<file path="src/rtl/pmu_pkg.sv">
package pmu_pkg;
  localparam int NUM_CNT = 7;
  localparam int CNT_W   = 32;
  localparam int SEL_W   = 3;
  localparam int NUM_EVT = 1 << SEL_W;

  // local control bit positions
  localparam int LC_EN      = 0;
  localparam int LC_CLR     = 1;
  localparam int LC_SU      = 2;
  localparam int LC_IRQ     = 3;
  localparam int LC_SEL_LSB = 4;

  // global control bit positions
  localparam int GC_EN  = 0;
  localparam int GC_RST = 1;

  typedef struct packed {
    logic [NUM_CNT-1:0] zero;
    logic [NUM_CNT-1:0] load;
    logic [NUM_CNT-1:0] inc;
  } cntStrobe_t;
endpackage

</file>
<file path="src/rtl/pmu_datapath.sv">
module pmu_datapath
  import pmu_pkg::*;
#(
  parameter int N = NUM_CNT,
  parameter int W = CNT_W
) (
  input  logic                clk,
  input  logic                rstN,
  input  cntStrobe_t          strb,
  input  logic [W-1:0]        loadData,
  output logic [N-1:0][W-1:0] cntVal,
  output logic [N-1:0]        ovf
);
  logic [N-1:0][W-1:0] cntQ;

  for (genvar k = 0; k < N; k++) begin : g_cnt
    always_ff @(posedge clk or negedge rstN) begin
      if (!rstN)              cntQ[k] <= '0;
      else if (strb.zero[k])  cntQ[k] <= '0;
      else if (strb.load[k])  cntQ[k] <= loadData;
      else if (strb.inc[k])   cntQ[k] <= cntQ[k] + W'(1);
    end

    assign ovf[k] = strb.inc[k] & (&cntQ[k]) & ~strb.zero[k] & ~strb.load[k];

    AST_ZERO_WINS: assert property (@(posedge clk) disable iff (!rstN)
      strb.zero[k] |=> cntQ[k] == '0);
    AST_WRAP_TO_ZERO: assert property (@(posedge clk) disable iff (!rstN)
      ovf[k] |=> cntQ[k] == '0);
    AST_STEP_ONE: assert property (@(posedge clk) disable iff (!rstN)
      (strb.inc[k] && !strb.zero[k] && !strb.load[k]) |=> cntQ[k] == W'($past(cntQ[k]) + W'(1)));
    AST_HOLD_IDLE: assert property (@(posedge clk) disable iff (!rstN)
      (!strb.inc[k] && !strb.zero[k] && !strb.load[k]) |=> $stable(cntQ[k]));
    AST_LOAD_TAKES: assert property (@(posedge clk) disable iff (!rstN)
      (strb.load[k] && !strb.zero[k]) |=> cntQ[k] == $past(loadData));
  end

  assign cntVal = cntQ;
endmodule

</file>
<file path="src/rtl/pmu_ctrl.sv">
module pmu_ctrl
  import pmu_pkg::*;
#(
  parameter int N    = NUM_CNT,
  parameter int W    = CNT_W,
  parameter int SW   = SEL_W,
  parameter int NEVT = NUM_EVT
) (
  input  logic                clk,
  input  logic                rstN,
  input  logic [NEVT-2:0]     evtIn,
  input  logic                superMode,
  input  logic [7:0]          regAddr,
  input  logic                regWe,
  input  logic [W-1:0]        regWdata,
  input  logic                irqAck,
  input  logic [N-1:0]        ovf,
  input  logic [N-1:0][W-1:0] cntVal,
  output cntStrobe_t          strb,
  output logic [W-1:0]        regRdata,
  output logic                irqReq
);
  localparam int WORD_W   = 4;
  localparam int LCL_BASE = 2;
  localparam int CNT_BASE = LCL_BASE + N;

  logic [N-1:0]         enQ, suQ, irqEnQ, frozenQ, statusQ;
  logic [N-1:0][SW-1:0] selQ;
  logic [N-1:0]         isLcl, isCnt, evSel;
  logic [NEVT-1:0]      evtVec;
  logic [WORD_W-1:0]    wordIdx;
  logic                 inWin, isGlb, isStat;

  assign inWin   = (regAddr[7:6] == 2'b11) && (regAddr[1:0] == 2'b00);
  assign wordIdx = regAddr[5:2];
  assign isGlb   = inWin && (wordIdx == WORD_W'(0));
  assign isStat  = inWin && (wordIdx == WORD_W'(1));
  assign evtVec  = {evtIn, 1'b1};

  for (genvar k = 0; k < N; k++) begin : g_sel
    assign isLcl[k] = inWin && (wordIdx == WORD_W'(LCL_BASE + k));
    assign isCnt[k] = inWin && (wordIdx == WORD_W'(CNT_BASE + k));
    if (k == 0) begin : g_time
      assign evSel[k] = 1'b1;
    end else begin : g_evt
      assign evSel[k] = evtVec[selQ[k]];
    end
    assign strb.inc[k]  = enQ[k] & ~frozenQ[k] & (suQ[k] | ~superMode) & evSel[k];
    assign strb.zero[k] = regWe & ((isLcl[k] & regWdata[LC_CLR]) | (isGlb & regWdata[GC_RST]));
    assign strb.load[k] = regWe & isCnt[k];
  end

  always_ff @(posedge clk or negedge rstN) begin
    if (!rstN) begin
      enQ <= '0; suQ <= '0; irqEnQ <= '0; selQ <= '0;
      frozenQ <= '0; statusQ <= '0;
    end else begin
      for (int k = 0; k < N; k++) begin
        if (regWe && isLcl[k]) begin
          enQ[k]    <= regWdata[LC_EN];
          suQ[k]    <= regWdata[LC_SU];
          irqEnQ[k] <= regWdata[LC_IRQ];
          selQ[k]   <= regWdata[LC_SEL_LSB +: SW];
        end else if (regWe && isGlb && regWdata[GC_EN]) begin
          enQ[k] <= 1'b1;
        end
      end
      frozenQ <= irqAck ? ovf : (frozenQ | ovf);
      statusQ <= irqAck ? (ovf & irqEnQ) : (statusQ | (ovf & irqEnQ));
    end
  end

  assign irqReq = |statusQ;

  always_comb begin
    regRdata = '0;
    if (isStat) regRdata[N-1:0] = statusQ;
    for (int k = 0; k < N; k++) begin
      if (isLcl[k]) begin
        regRdata[LC_EN]              = enQ[k];
        regRdata[LC_SU]              = suQ[k];
        regRdata[LC_IRQ]             = irqEnQ[k];
        regRdata[LC_SEL_LSB +: SW]   = selQ[k];
      end
      if (isCnt[k]) regRdata = cntVal[k];
    end
  end

  for (genvar k = 0; k < N; k++) begin : g_ast
    AST_STATUS_ON_OVF: assert property (@(posedge clk) disable iff (!rstN)
      (ovf[k] && irqEnQ[k]) |=> statusQ[k]);
    AST_FREEZE_AFTER_OVF: assert property (@(posedge clk) disable iff (!rstN)
      ovf[k] |=> !strb.inc[k]);
    AST_SUPER_GATED: assert property (@(posedge clk) disable iff (!rstN)
      (superMode && !suQ[k]) |-> !strb.inc[k]);
  end

  AST_CYCLE_BASE: assert property (@(posedge clk) disable iff (!rstN)
    (enQ[0] && !frozenQ[0] && (suQ[0] || !superMode)) |-> strb.inc[0]);
  AST_ACK_RELEASE: assert property (@(posedge clk) disable iff (!rstN)
    (irqAck && ovf == '0) |=> (frozenQ == '0 && statusQ == '0 && !irqReq));
  AST_IRQ_CAUSE: assert property (@(posedge clk) disable iff (!rstN)
    $rose(irqReq) |-> $past(|ovf));
endmodule

</file>
<file path="src/rtl/perf_mon_unit.sv">
module perf_mon_unit
  import pmu_pkg::*;
(
  input  logic                clk,
  input  logic                rstN,
  input  logic [NUM_EVT-2:0]  evtIn,
  input  logic                superMode,
  input  logic [7:0]          regAddr,
  input  logic                regWe,
  input  logic [CNT_W-1:0]    regWdata,
  output logic [CNT_W-1:0]    regRdata,
  input  logic                irqAck,
  output logic                irqReq
);
  cntStrobe_t                      strb;
  logic [NUM_CNT-1:0][CNT_W-1:0]   cntVal;
  logic [NUM_CNT-1:0]              ovf;

  pmu_ctrl #(.N(NUM_CNT), .W(CNT_W), .SW(SEL_W), .NEVT(NUM_EVT)) u_ctrl (
    .clk(clk), .rstN(rstN), .evtIn(evtIn), .superMode(superMode),
    .regAddr(regAddr), .regWe(regWe), .regWdata(regWdata), .irqAck(irqAck),
    .ovf(ovf), .cntVal(cntVal), .strb(strb), .regRdata(regRdata), .irqReq(irqReq)
  );

  pmu_datapath #(.N(NUM_CNT), .W(CNT_W)) u_dp (
    .clk(clk), .rstN(rstN), .strb(strb), .loadData(regWdata),
    .cntVal(cntVal), .ovf(ovf)
  );
endmodule

</file>
<file path="config.mk">
export PLATFORM = sky130hd
export DESIGN_NAME = perf_mon_unit
export DESIGN_NICKNAME = d
export VERILOG_FILES = /design/src/rtl/pmu_pkg.sv /design/src/rtl/pmu_datapath.sv /design/src/rtl/pmu_ctrl.sv /design/src/rtl/perf_mon_unit.sv
export SDC_FILE = /design/constraint.sdc
export NUM_CORES = 1
export LEC_CHECK = 0
export ABC_AREA = 1
export BUFFER_PORTS_ARGS = -buffer_cell sky130_fd_sc_hd__buf_4
export CAP_MARGIN = 20
export CELL_PAD_IN_SITES_DETAIL_PLACEMENT = 0
export CELL_PAD_IN_SITES_GLOBAL_PLACEMENT = 1
export CORE_UTILIZATION = 39
export CTS_CLUSTER_DIAMETER = 30
export DETAILED_ROUTE_END_ITERATION = 8
export PLACE_DENSITY = 0.77
export SLEW_MARGIN = 20
export SYNTH_ARGS = -nofsm -noshare
export SYNTH_HDL_FRONTEND = slang
export SYNTH_HIERARCHICAL = 1
export SYNTH_SLANG_ARGS = --single-unit
</file>
<file path="constraint.sdc">
create_clock -name clk -period 4 [get_ports clk]
set_clock_uncertainty 0.1 [all_clocks]
set_input_delay 0.4 -clock clk [delete_from_list [all_inputs] [get_ports clk]]
set_output_delay 0.4 -clock clk [all_outputs]
set_load 0.02 [all_outputs]
</file>
==> results.tsv <==
stage	metric	value	unit
logic_synthesis	yosys.area.top_type	dfrtp_1	
global_route	busiest_layer	met2	
placed_design	place_congestion	0.976	
worst_hold_path	hold_path_class	input port to flip-flop	
timing	fmax	307	MHz
worst_setup_path	worstPathCellList	buf_4, nand2_1, nor2_1, nand2_1, buf_4, inv_2, a221oi_1, nand4_1, buf_4	
finish	drive_gt1_share	11.4	%
global_route	grt_max_degree	68	
global_route	antenna_found_initial	3	
clock_network	cts_tree	built	
clock_network	cts_resized	0	
timing	min_period_over_period	81.4	%
die	start_util	39.6	%
timing	tightest_slew	1.05	ns
clock_network	clkLatencyLatePin	0.64	ns
worst_setup_path	crit_fanout	26	
timing	drv_slew	0	
logic_synthesis	synthSimpleGateAreaFrac	44.6	%
placed_design	placed_cell_area	0.0232	mm2
worst_setup_path	crit_type	input port to primary output	
global_route	grt-ovfl-total	0	
logic_synthesis	synthCells	3587	
detailed_routing	wl_per_cell	20.9	um
finish	fillCellCount	5811	
power	p_sw	3.99	mW
power	p_int	8.79	mW
global_route	met3_usage	4.73	%
logic_synthesis	yosys.area_share.adder	0.401	%
clock_network	htree_levels	3	
global_route	grt_use_total	33.1	%
global_route	use_met1	44.6	%
placed_design	dp.cells	4344	
clock_network	cts_max_path_buffers	3	
logic_synthesis	ys_seq_elements	280	
logic_synthesis	synth-xor-area-share	1.40	%
logic_synthesis	yosysSeqAreaShare	32.1	%
global_route	grt_pass1_wl	141000	um
die	core	0.0552	mm2
detailed_routing	wirelength	94400	um
logic_synthesis	synth_ff_type	dfrtp_1	
timing	maxSlewHeadroom	29.9	%
die	die_y	239	um
clock_network	cts_root_buf	clkbuf_16	
worst_setup_path	cp_num_buf_inv	4	
worst_setup_path	cp_slowest_cell	a221oi_1	
clock_network	clock_sinks	280	
worst_setup_path	crit_top_cell	buf_4	
run_status	status	finished clean	
logic_synthesis	synth_compound_area_share	12.4	%
global_route	grt_pass1_vias	22700	
timing	hold_viol_final	0	
power	p_leak	12.4	nW
power	vdd_ir_drop_max	0.000364	V
logic_synthesis	synth-edff-count	0	
logic_synthesis	synth_cell_type_count	44	
logic_synthesis	ys_top_cells_by_area	dfrtp_1 32%, nand2_1 24%, nand3_1 6.3%	
logic_synthesis	avgSynthCellArea	6.09	um2
detailed_routing	drcViolationCount	0	
detailed_routing	vias	24500	
finish	stdcell_area	0.0264	mm2
power	swShare	31.2	%
finish	antennaDiodeCount	0	
die	dieArea	0.0569	mm2
logic_synthesis	yosysWarnings	6	
finish	finalNetCount	3753	
timing	fin_hold_ws	0.0853	ns
clock_network	cts.clk_slew.worst_paths	0.04	ns
timing	tns	0	ns
power	p_per_area	484	mW/mm2
detailed_routing	drt-pass1-iter-count	6	
logic_synthesis	synth_mux_area_share	0	%
worst_setup_path	crit_family	compound AO/OA/AOI/OAI gates	
finish	finish.utilization	47.8	%
timing	setup_viol	0	
logic_synthesis	yosysTopAreaCellShare	32.1	%
placed_design	port_buffers	84	
die	die_w	239	um
logic_synthesis	synth_common_cells	1401 x nand2_1, 359 x inv_1, 341 x nor2_1	
power	clockPowerShare	55.1	%
worst_setup_path	worstPathArrival	2.76	ns
power	combPwrFrac	14.2	%
clock_network	post_cts.repair.setup_buffers	0	
worst_setup_path	critPathCaptureType	primary output	
power	pwr-share-seq	30.7	%
detailed_routing	antenna_left	0	
worst_setup_path	critPathRequiredTime	3.50	ns
detailed_routing	via_per_inst	5.43	
die	rows	86	
logic_synthesis	yosysMostFrequentCell	nand2_1	
global_route	use_met2	51.5	%
flow_run	cap_violations	0	
finish	instances_no_fill	4520	
logic_synthesis	synth_top_family_by_area	simple AND/OR/NAND/NOR gates	
worst_setup_path	crit_path_start_kind	input port	
finish	area_growth	20.8	%
detailed_routing	first_iter_violations	2540	
worst_setup_path	crit_path_max_incr_delay	0.91	ns
logic_synthesis	async_flop_share	100	%
timing	grt_setup_unrepaired	false	
logic_synthesis	synth_area	0.0218	mm2
clock_network	cts_buffers	93	
timing	layout_min_cycle_time	3.26	ns
logic_synthesis	syn_nets	3646	
placed_design	hpwlAfterDp	66900	um
die	io_pins	85	
## per-stage QoR
step | worst slack (ns) | total power [mW]
after floorplan | 1.53 | 4.97
after global placement | 0.660 | 5.70
after detailed placement | 0.680 | 5.71
after CTS | 0.888 | 12.8
after global routing | 0.656 | 13.3
final | 0.743 | 12.8
## routing by layer
layer / wire length [um] / up-vias
li1: - / 11700
met1: 40400 / 11600
met2: 41900 / 1040
met3: 6730 / 216
met4: 5350 / 0
met5: 0 / -
## layout make-up
class	count	area, um2	share of cell area [%]
inverters	373	1400	5.31
repair buffers	129	1030	3.92
clock buffers	139	2740	10.4
multi-input cells	2817	12900	48.9
flip-flops and latches	280	7010	26.6
well taps	748	936	3.55
clock inverters	34	349	1.32
## power groups by stage
stage                     registers [mW]  logic (mW)  clock network (mW)
final                               3.92        1.81                7.04
after global routing                4.00        2.05                7.27
after CTS                           3.91        1.78                7.10
after detailed placement            3.95        1.77                   0
after global placement              3.94        1.75                   0
after floorplan                     3.70        1.27                   0
## flip-flops by register name, indices dropped and copies added (netlist names)
name	flops
u_ctrl/enQ	7
u_ctrl/frozenQ	7
u_ctrl/irqEnQ	7
u_ctrl/selQ	21
u_ctrl/statusQ	7
u_ctrl/suQ	7
u_dp/cntVal	224
## worst paths after layout
check / from / to / slack, ns / cells after the start
min: regWdata[5] / u_ctrl/selQ[16] / 0.09 / 3
max reg2reg: u_ctrl/selQ[15] / u_ctrl/statusQ[5] / 1.13 / 12
min reg2reg: u_ctrl/frozenQ[0] / u_ctrl/frozenQ[0] / 0.41 / 2
max in group asynchronous: rstN / u_dp/cntVal[153] / 2.72 / 3
max: regAddr[4] / regRdata[12] / 0.74 / 9
min in group asynchronous: rstN / u_dp/cntVal[8] / 0.23 / 2
## cells by family (layout without fill, tap and decap cells)
kind of cell | Yosys count | count (layout)
buf+inv | 490 | 675
compound gates | 508 | 508
fa+ha+maj | 7 | 7
simple gates | 2267 | 2267
xor+xnor | 35 | 35
flops | 280 | 280
## repair_timing
item	4_1_cts	5_1_grt
endpoints found under the hold margin	60	0
endpoints found under the setup margin	0	0
hold buffers	3	0
## cells in the final DEF, fill, tap and decap left out, types with 25 or more instances in the layout
cell type	netlist	routed
a21oi_1	232	232
buf_4	10	121
clkbuf_1	58	25
clkbuf_16	0	96
dfrtp_1	280	280
inv_1	359	358
nand2_1	1401	1401
nand2_2	37	37
nand3_1	275	275
nand3b_1	28	28
nand4_1	53	53
nor2_1	341	332
nor2_2	34	42
nor2_4	39	40
o21ai_0	205	205
xor2_1	30	30
## worst min-delay path, cell delays in order
cell and delay, ns:
buf_4 0.20, nand2_1 0.09, o21ai_0 0.07
Power figures use the tool's default switching activity.
